## src/rtl/adc_cal_pkg.sv

```systemverilog
package adc_cal_pkg;
  parameter int unsigned SMP_W     = 10;
  parameter int unsigned AVG_SHIFT = 4;
  localparam int unsigned ACC_W    = SMP_W + AVG_SHIFT;
  localparam int unsigned CMP_W    = SMP_W + 1;

  typedef logic [SMP_W-1:0]        smp_t;
  typedef logic [ACC_W-1:0]        acc_t;
  typedef logic signed [CMP_W-1:0] cmp_t;

  typedef enum logic [1:0] {
    ST_IDLE   = 2'd0,
    ST_SETTLE = 2'd1,
    ST_ACCUM  = 2'd2
  } cal_state_e;

  // Floor average of a full set of samples.
  function automatic smp_t avg_of(input acc_t sum);
    return sum[ACC_W-1:AVG_SHIFT];
  endfunction

  // Midscale minus the average, signed.
  function automatic cmp_t comp_of(input smp_t avg);
    return cmp_t'(1 << (SMP_W - 1)) - cmp_t'({1'b0, avg});
  endfunction
endpackage

```

## src/rtl/adc_cal_settle.sv

```systemverilog
module adc_cal_settle #(
  parameter int unsigned SETTLE_CYC = 100000
) (
  input  logic clk,
  input  logic rst_n,
  input  logic run_i,
  output logic expired_o
);
  localparam int unsigned CNT_W = $clog2(SETTLE_CYC + 1);

  logic [CNT_W-1:0] cnt_q;

  assign expired_o = run_i && (cnt_q == CNT_W'(SETTLE_CYC - 1));

  always_ff @(posedge clk or negedge rst_n) begin
    if (!rst_n)         cnt_q <= '0;
    else if (!run_i)    cnt_q <= '0;
    else if (!expired_o) cnt_q <= cnt_q + 1'b1;
  end
endmodule

```

## src/rtl/adc_cal_sampler.sv

```systemverilog
module adc_cal_sampler #(
  parameter int unsigned CH_W   = 4,
  parameter int unsigned CAL_CH = 0
) (
  input  logic            clk,
  input  logic            rst_n,
  input  logic            en_i,
  input  logic            valid_i,
  input  logic [CH_W-1:0] chan_i,
  output logic            take_o
);
  logic valid_q;

  // Fresh conversion: rising edge of valid, on the calibration channel.
  assign take_o = en_i && valid_i && !valid_q && (chan_i == CH_W'(CAL_CH));

  always_ff @(posedge clk or negedge rst_n) begin
    if (!rst_n) valid_q <= 1'b0;
    else        valid_q <= valid_i;
  end
endmodule

```

## src/rtl/adc_cal_accum.sv

```systemverilog
module adc_cal_accum
  import adc_cal_pkg::*;
(
  input  logic clk,
  input  logic rst_n,
  input  logic clr_i,
  input  logic take_i,
  input  smp_t data_i,
  output acc_t sum_o,
  output logic last_o
);
  acc_t                 acc_q;
  logic [AVG_SHIFT-1:0] cnt_q;

  assign sum_o  = acc_q + acc_t'(data_i);
  assign last_o = take_i && (cnt_q == '1);

  always_ff @(posedge clk or negedge rst_n) begin
    if (!rst_n) begin
      acc_q <= '0;
      cnt_q <= '0;
    end else if (clr_i) begin
      acc_q <= '0;
      cnt_q <= '0;
    end else if (take_i) begin
      acc_q <= sum_o;
      cnt_q <= cnt_q + 1'b1;
    end
  end
endmodule

```

## src/rtl/adc_offset_cal.sv

```systemverilog
module adc_offset_cal
  import adc_cal_pkg::*;
#(
  parameter int unsigned SETTLE_CYC = 100000,
  parameter int unsigned CH_W       = 4,
  parameter int unsigned CAL_CH     = 0
) (
  input  logic             clk,
  input  logic             rst_n,
  input  logic             start_i,
  input  logic             smp_valid_i,
  input  logic [CH_W-1:0]  smp_chan_i,
  input  logic [SMP_W-1:0] smp_data_i,
  output logic             busy_o,
  output logic             done_o,
  output logic [CMP_W-1:0] comp_o
);
  cal_state_e state_q;

  logic start_acc_w;
  logic settle_done_w;
  logic take_w;
  logic last_w;
  acc_t sum_w;

  assign start_acc_w = (state_q == ST_IDLE) && start_i;
  assign busy_o      = (state_q != ST_IDLE);

  adc_cal_settle #(.SETTLE_CYC(SETTLE_CYC)) u_settle (
    .clk       (clk),
    .rst_n     (rst_n),
    .run_i     (state_q == ST_SETTLE),
    .expired_o (settle_done_w)
  );

  adc_cal_sampler #(.CH_W(CH_W), .CAL_CH(CAL_CH)) u_sampler (
    .clk     (clk),
    .rst_n   (rst_n),
    .en_i    (state_q == ST_ACCUM),
    .valid_i (smp_valid_i),
    .chan_i  (smp_chan_i),
    .take_o  (take_w)
  );

  adc_cal_accum u_accum (
    .clk    (clk),
    .rst_n  (rst_n),
    .clr_i  (state_q == ST_IDLE),
    .take_i (take_w),
    .data_i (smp_data_i),
    .sum_o  (sum_w),
    .last_o (last_w)
  );

  always_ff @(posedge clk or negedge rst_n) begin
    if (!rst_n) begin
      state_q <= ST_IDLE;
      done_o  <= 1'b0;
      comp_o  <= '0;
    end else begin
      done_o <= 1'b0;
      unique case (state_q)
        ST_IDLE:   if (start_acc_w)   state_q <= ST_SETTLE;
        ST_SETTLE: if (settle_done_w) state_q <= ST_ACCUM;
        ST_ACCUM: begin
          if (last_w) begin
            state_q <= ST_IDLE;
            comp_o  <= comp_of(avg_of(sum_w));
            done_o  <= 1'b1;
          end
        end
        default: state_q <= ST_IDLE;
      endcase
    end
  end
endmodule

```

## config.mk

```make
export PLATFORM = sky130hd
export DESIGN_NAME = adc_offset_cal
export DESIGN_NICKNAME = d
export VERILOG_FILES = /design/src/rtl/adc_cal_pkg.sv /design/src/rtl/adc_cal_settle.sv /design/src/rtl/adc_cal_sampler.sv /design/src/rtl/adc_cal_accum.sv /design/src/rtl/adc_offset_cal.sv
export SDC_FILE = /design/constraint.sdc
export NUM_CORES = 1
export LEC_CHECK = 0
export BUFFER_PORTS_ARGS = -buffer_cell sky130_fd_sc_hd__buf_4
export CAP_MARGIN = 30
export CORE_MARGIN = 5
export CORE_UTILIZATION = 45
export CTS_BUF_LIST = sky130_fd_sc_hd__clkbuf_16
export CTS_CLUSTER_SIZE = 24
export DETAILED_ROUTE_END_ITERATION = 8
export PLACE_DENSITY_LB_ADDON = 0.12
export SLEW_MARGIN = 40
export SYNTH_ARGS = -nofsm -noshare
export SYNTH_HDL_FRONTEND = slang
export SYNTH_HIERARCHICAL = 1
export SYNTH_SLANG_ARGS = --single-unit
```

## constraint.sdc

```tcl
create_clock -name clk -period 4 [get_ports clk]
set_input_delay 0.4 -clock clk [delete_from_list [all_inputs] [get_ports clk]]
set_output_delay 0.4 -clock clk [all_outputs]
set_load 0.01 [all_outputs]
```

# Word-level counts from Yosys, hierarchy flattened
# Index checks and enable logic that the tools add are counted.
# op_classes
n_addsub	4
eq_ne	8
muxes	12
reduce_logical	13
# op_table
op	count
two-way mux 17 bit	2
two-way mux 14 bit	2
adder 17 x 1 -> 17 bit, second input constant	1
== test 17 bit, second input constant	1
adder 14 x 10 -> 14 bit	1
subtractor 10 x 10 -> 11 bit, first input constant	1
two-way mux 4 bit	2
!= test 2 bit, second input constant	4
logical AND 1 bit	6
two-way mux 2 bit	3
one-hot mux 2 bit (3 select lines)	1
adder 4 x 1 -> 4 bit, second input constant	1
== test 4 bit, second input constant	1
logical NOT 4 bit	1
nonzero test 2 bit	2
AND reduction 3 bit	1
== test 2 x 1 -> 1 bit, second input constant	1
== test 2 bit, second input constant	1
logical NOT 2 bit	1
two-way mux 1 bit	2
AND reduction 2 bit	1
logical NOT 1 bit	1
# word_totals
regBits	50
in_bits	18
output_inout_bits	13
wordCells	44

# Depth between registers and ports, before layout
# depth
word_depth	7
ltp_mapped	10
mapped_depth_nobuf	10

# Hierarchy
# Netlist, hierarchy kept.
# by_module_without_submodules
mod	n_inst	cells_each	area_per_inst_um2	seq_area_each_um2
adc_cal_accum	1	148	1335.0	450.4
adc_cal_settle	1	92	912.1	425.4
adc_offset_cal	1	76	709.4	350.3
adc_cal_sampler	1	3	48.8	25.0

# Worst setup path after synthesis
# Ideal clock, no wire load.
# synth_path
path_type	input port to flip-flop
start	input smp_data_i[0]
end	register comp_o[9]
setup_ns	0.082
arrival_time_ns	2.940
t_required_ns	3.918
path_slack_ns	0.978
path_stages	10
path_buffers	0
path_cell_list	ha_1 fa_1 a21oi_1 o21ai_1 a21oi_1 o21ai_0 xor2_1 or4_4 or4_1 a31oi_1
# synth_via
elab_chain_cells	2
# synth_lines
element	line	rtl
from (decl)	adc_offset_cal.sv:13	input logic [SMP_W-1:0] smp_data_i,
adder 14 x 10 -> 14 bit	adc_cal_accum.sv:15	assign sum_o = acc_q + acc_t'(data_i);
net sum_w[8]	adc_offset_cal.sv:24	acc_t sum_w;
subtractor 10 x 10 -> 11 bit	adc_cal_pkg.sv:24	return cmp_t'(1 << (SMP_W - 1)) - cmp_t'({1'b0, avg});
to (signal assigned)	adc_offset_cal.sv:68	comp_o <= comp_of(avg_of(sum_w));
to (decl)	adc_offset_cal.sv:16	output logic [CMP_W-1:0] comp_o
# The timed path passes the listed nets, and every way through them passes these cells.
# A chain may end at the register's enable or synchronous reset.

# Worst setup path after layout
# layout_path
start	register u_accum.acc_q[0]
end	register comp_o[9]
# layout_via
elab_chain_cells	2
# layout_lines
element	line	rtl
from (decl)	adc_cal_accum.sv:12	acc_t acc_q;
from (signal assigned)	adc_cal_accum.sv:26	acc_q <= sum_o;
adder 14 x 10 -> 14 bit	adc_cal_accum.sv:15	
net sum_w[8]	adc_offset_cal.sv:24	
subtractor 10 x 10 -> 11 bit	adc_cal_pkg.sv:24	
# The timed path passes the listed nets, and every way through them passes these cells.

==> impl_metrics.env <==
export IMPL_outcome="finished clean"
export IMPL_synth_flop_cell="dfrtp_1"
export IMPL_path_max_fanout=4
export IMPL_final_setup_skew_ps=4.84
export IMPL_post_place_ws_ps=665
export IMPL_max_slew_margin_pct=52.6
export IMPL_crit_path_end_kind="flip-flop"
export IMPL_core_area_sq_mm=0.00642
export IMPL_cts_sinks=50
export IMPL_hp_class="in -> async"
export IMPL_post_dp_cell_area_sq_mm=0.00332
export IMPL_layout_commonest_cell="dfrtp_1"
export IMPL_drive_above_1_share_pct=15.6
export IMPL_synthArstFlopShare_pct=100
export IMPL_worstSetupStartpointType="flip-flop"
export IMPL_arrival_ps=3450
export IMPL_fin_nets=384
export IMPL_vias_per_cell=5.47
export IMPL_regArea_sq_mm=0.00125
export IMPL_drtAntennaViolNets=0
export IMPL_syn_nets=351
export IMPL_grt_usage_pct=15.7
export IMPL_ys_ff_latch=50
export IMPL_drv_slew=0
export IMPL_synth_area_sq_mm=0.00301
export IMPL_crit_type="reg -> reg"
export IMPL_ys_types=57
export IMPL_portBuffers=30
export IMPL_synth_edf_count=0
export IMPL_htree_levels=2
export IMPL_syn_to_final_growth_pct=16.2
export IMPL_dr_pass1_iters=4
export IMPL_final_cell_mix="dfrtp_1 (50), nand2_1 (39), buf_4 (33)"
export IMPL_reg2reg_depth=10
export IMPL_synth_seq_area_share_pct=41.6
export IMPL_r2r_slack_ps=760
export IMPL_post_cts_buffers=0
export IMPL_hold_violations=0
export IMPL_final_cell_area_sq_mm=0.00349
export IMPL_synth_cells=319
export IMPL_max_vdd_ir_drop_v=0.000272
export IMPL_hpwl_um=4370
export IMPL_die_area_sq_mm=0.00841
export IMPL_multiInputGateArea_sq_mm=0.00167
export IMPL_diodes=0
export IMPL_drt_iter0_drc=78
export IMPL_start_util_pct=46.8
export IMPL_numCtsBuffers=5
export IMPL_period_minus_slack_ps=3240
export IMPL_num_vias=2351
export IMPL_cts_resized=0
export IMPL_rows=29
export IMPL_r2r_end="comp_o[9]"
export IMPL_cts_buffer_depth=2
export IMPL_ctsHoldBuffers=0
export IMPL_setup_violations=0
export IMPL_routabilityCongestion=0.814
export IMPL_path_clk_slew_ps=70
export IMPL_grt_pass1_wl_um=10800
export IMPL_top_level_ports=31
export IMPL_power_leakage_nw=1.68
export IMPL_avgSynthCellArea_sq_um=9.42
export IMPL_grt_overflow=0
export IMPL_rr_startpoint="u_accum/acc_q[0]"
export IMPL_rsz0062_at_grt="false"
export IMPL_finalSetupTns_ps=0
export IMPL_cts_root_buf="clkbuf_16"
export IMPL_antenna_found_initial=0
export IMPL_cts_tree="built"
export IMPL_clk_latency_ps=290
export IMPL_fill_cells=610
export IMPL_cp_required_ps=4220
export IMPL_max_freq_mhz=309
export IMPL_utilization_pct=54.4
export IMPL_max_cap_violations=0
export IMPL_drt_wl_total_um=6090
export IMPL_grt_max_degree=51
export IMPL_power_density_mw_per_mm2=354
export IMPL_finalCritPeriodShare_pct=80.9
export IMPL_grt_pass1_vias=2381
export IMPL_worst_slew_pin_slew_ps=709
export IMPL_yosys_warnings=6
export IMPL_drc=0
export IMPL_die_w_um=91.7
export IMPL_die_y_um=91.7
export IMPL_routedWlPerCell_um=14.2
export IMPL_finalWorstSetupSlack_ps=764
-- state kept, by name (all words and copies together), names as in the netlist --
| signal | cells |
|---|---|
| comp_o | 11 |
| u_settle/cnt_q | 17 |
| state_q | 2 |
| u_accum/acc_q | 14 |
| u_sampler/valid_q | 1 |
| done_o | 1 |
| u_accum/cnt_q | 4 |
-- how the worst max path moves through the flow --
stage | start | endpoint | slack (ps)
after floorplan | smp_data_i[0] | comp_o[9] | 980
after global placement | smp_data_i[0] | comp_o[9] | 690
after detailed placement | smp_data_i[0] | comp_o[9] | 660
after CTS | u_accum/acc_q[0] | comp_o[9] | 780
after global routing | u_accum/acc_q[0] | comp_o[9] | 570
final | u_accum/acc_q[0] | comp_o[9] | 760
-- cells in the mapped netlist (all sizes together) (2+ instances only) --
| cell type | n | area, sq um |
|---|---|---|
| o31ai | 4 | 30.0 |
| a22o | 2 | 17.5 |
| nor3 | 10 | 55.1 |
| a211oi | 3 | 27.5 |
| o21ai | 14 | 70.1 |
| clkbuf | 5 | 18.8 |
| or3 | 4 | 30.0 |
| inv | 14 | 52.6 |
| a21oi | 14 | 73.8 |
| or4 | 6 | 52.6 |
| ha | 13 | 163 |
| dfrtp | 50 | 1250 |
| nor2b | 6 | 37.5 |
| xor2 | 18 | 158 |
| and2 | 10 | 65.1 |
| mux2i | 9 | 90.1 |
| nor4 | 6 | 43.8 |
| nand4 | 10 | 62.6 |
| nor3b | 3 | 22.5 |
| buf | 2 | 8.75 |
| nor2 | 24 | 90.1 |
| a211o | 4 | 35.0 |
| nand3 | 11 | 55.1 |
| a31oi | 4 | 25.0 |
| nand3b | 3 | 22.5 |
| nand2 | 39 | 146 |
| xnor2 | 8 | 70.1 |
| or2 | 2 | 12.5 |
| mux2 | 3 | 33.8 |
-- power by group --
part	total, mW	switching (mW)	internal [mW]	leakage, nW
Sequential	0.590	0.0480	0.542	0.676
Clock	0.491	0.195	0.297	0.0842
Combinational	0.154	0.0803	0.0738	0.916
-- through the flow --
step,std cells,total power [mW],hold slack (ps)
after floorplan,319,0.700,104
after global placement,422,0.750,464
after detailed placement,422,0.754,473
after CTS,430,1.25,163
after global routing,430,1.31,195
final,430,1.24,124
-- per-layer routing --
layer  track usage, %  vias to the layer above  routed length (um)  part of all wire [%]
li1                 -                     1208                   -                     -
met1             19.7                     1097                2880                    47
met2             26.7                       40                2910                    48
met3             3.93                        6                 235                   3.9
met4             4.58                        0                  64                   1.1
met5                0                        -                   0                     0
-- cell families (layout without fill, tap and decap cells) --
group | count (synthesis) | in the layout | share of synthesized area (%)
compound gates | 54 | 54 | 12.4
xor+xnor | 26 | 26 | 7.58
fa+ha+maj | 14 | 14 | 6.08
buf+inv | 22 | 56 | 2.79
flops | 50 | 50 | 41.6
mux | 12 | 12 | 4.12
simple gates | 141 | 141 | 25.4
-- area by class of cell --
class / count / area share [%]
Sequential cell: 50 / 35.8
Clock buffer: 5 / 3.58
Tap cell: 77 / 2.76
Timing Repair Buffer: 33 / 7.10
Multi-Input combinational cell: 247 / 47.8
Clock inverter: 3 / 1.25
Inverter: 15 / 1.61
-- critical path, stage by stage (launching register included) --
cell     delay (ps)
dfrtp_1         390
ha_1            210
fa_1            420
a21oi_1         210
o21ai_1         120
a21oi_1         310
o21ai_0         150
xor2_1          220
or4_4           460
or4_1           510
a31oi_1         170
Note: power is estimated with default switching activity, not from simulation.
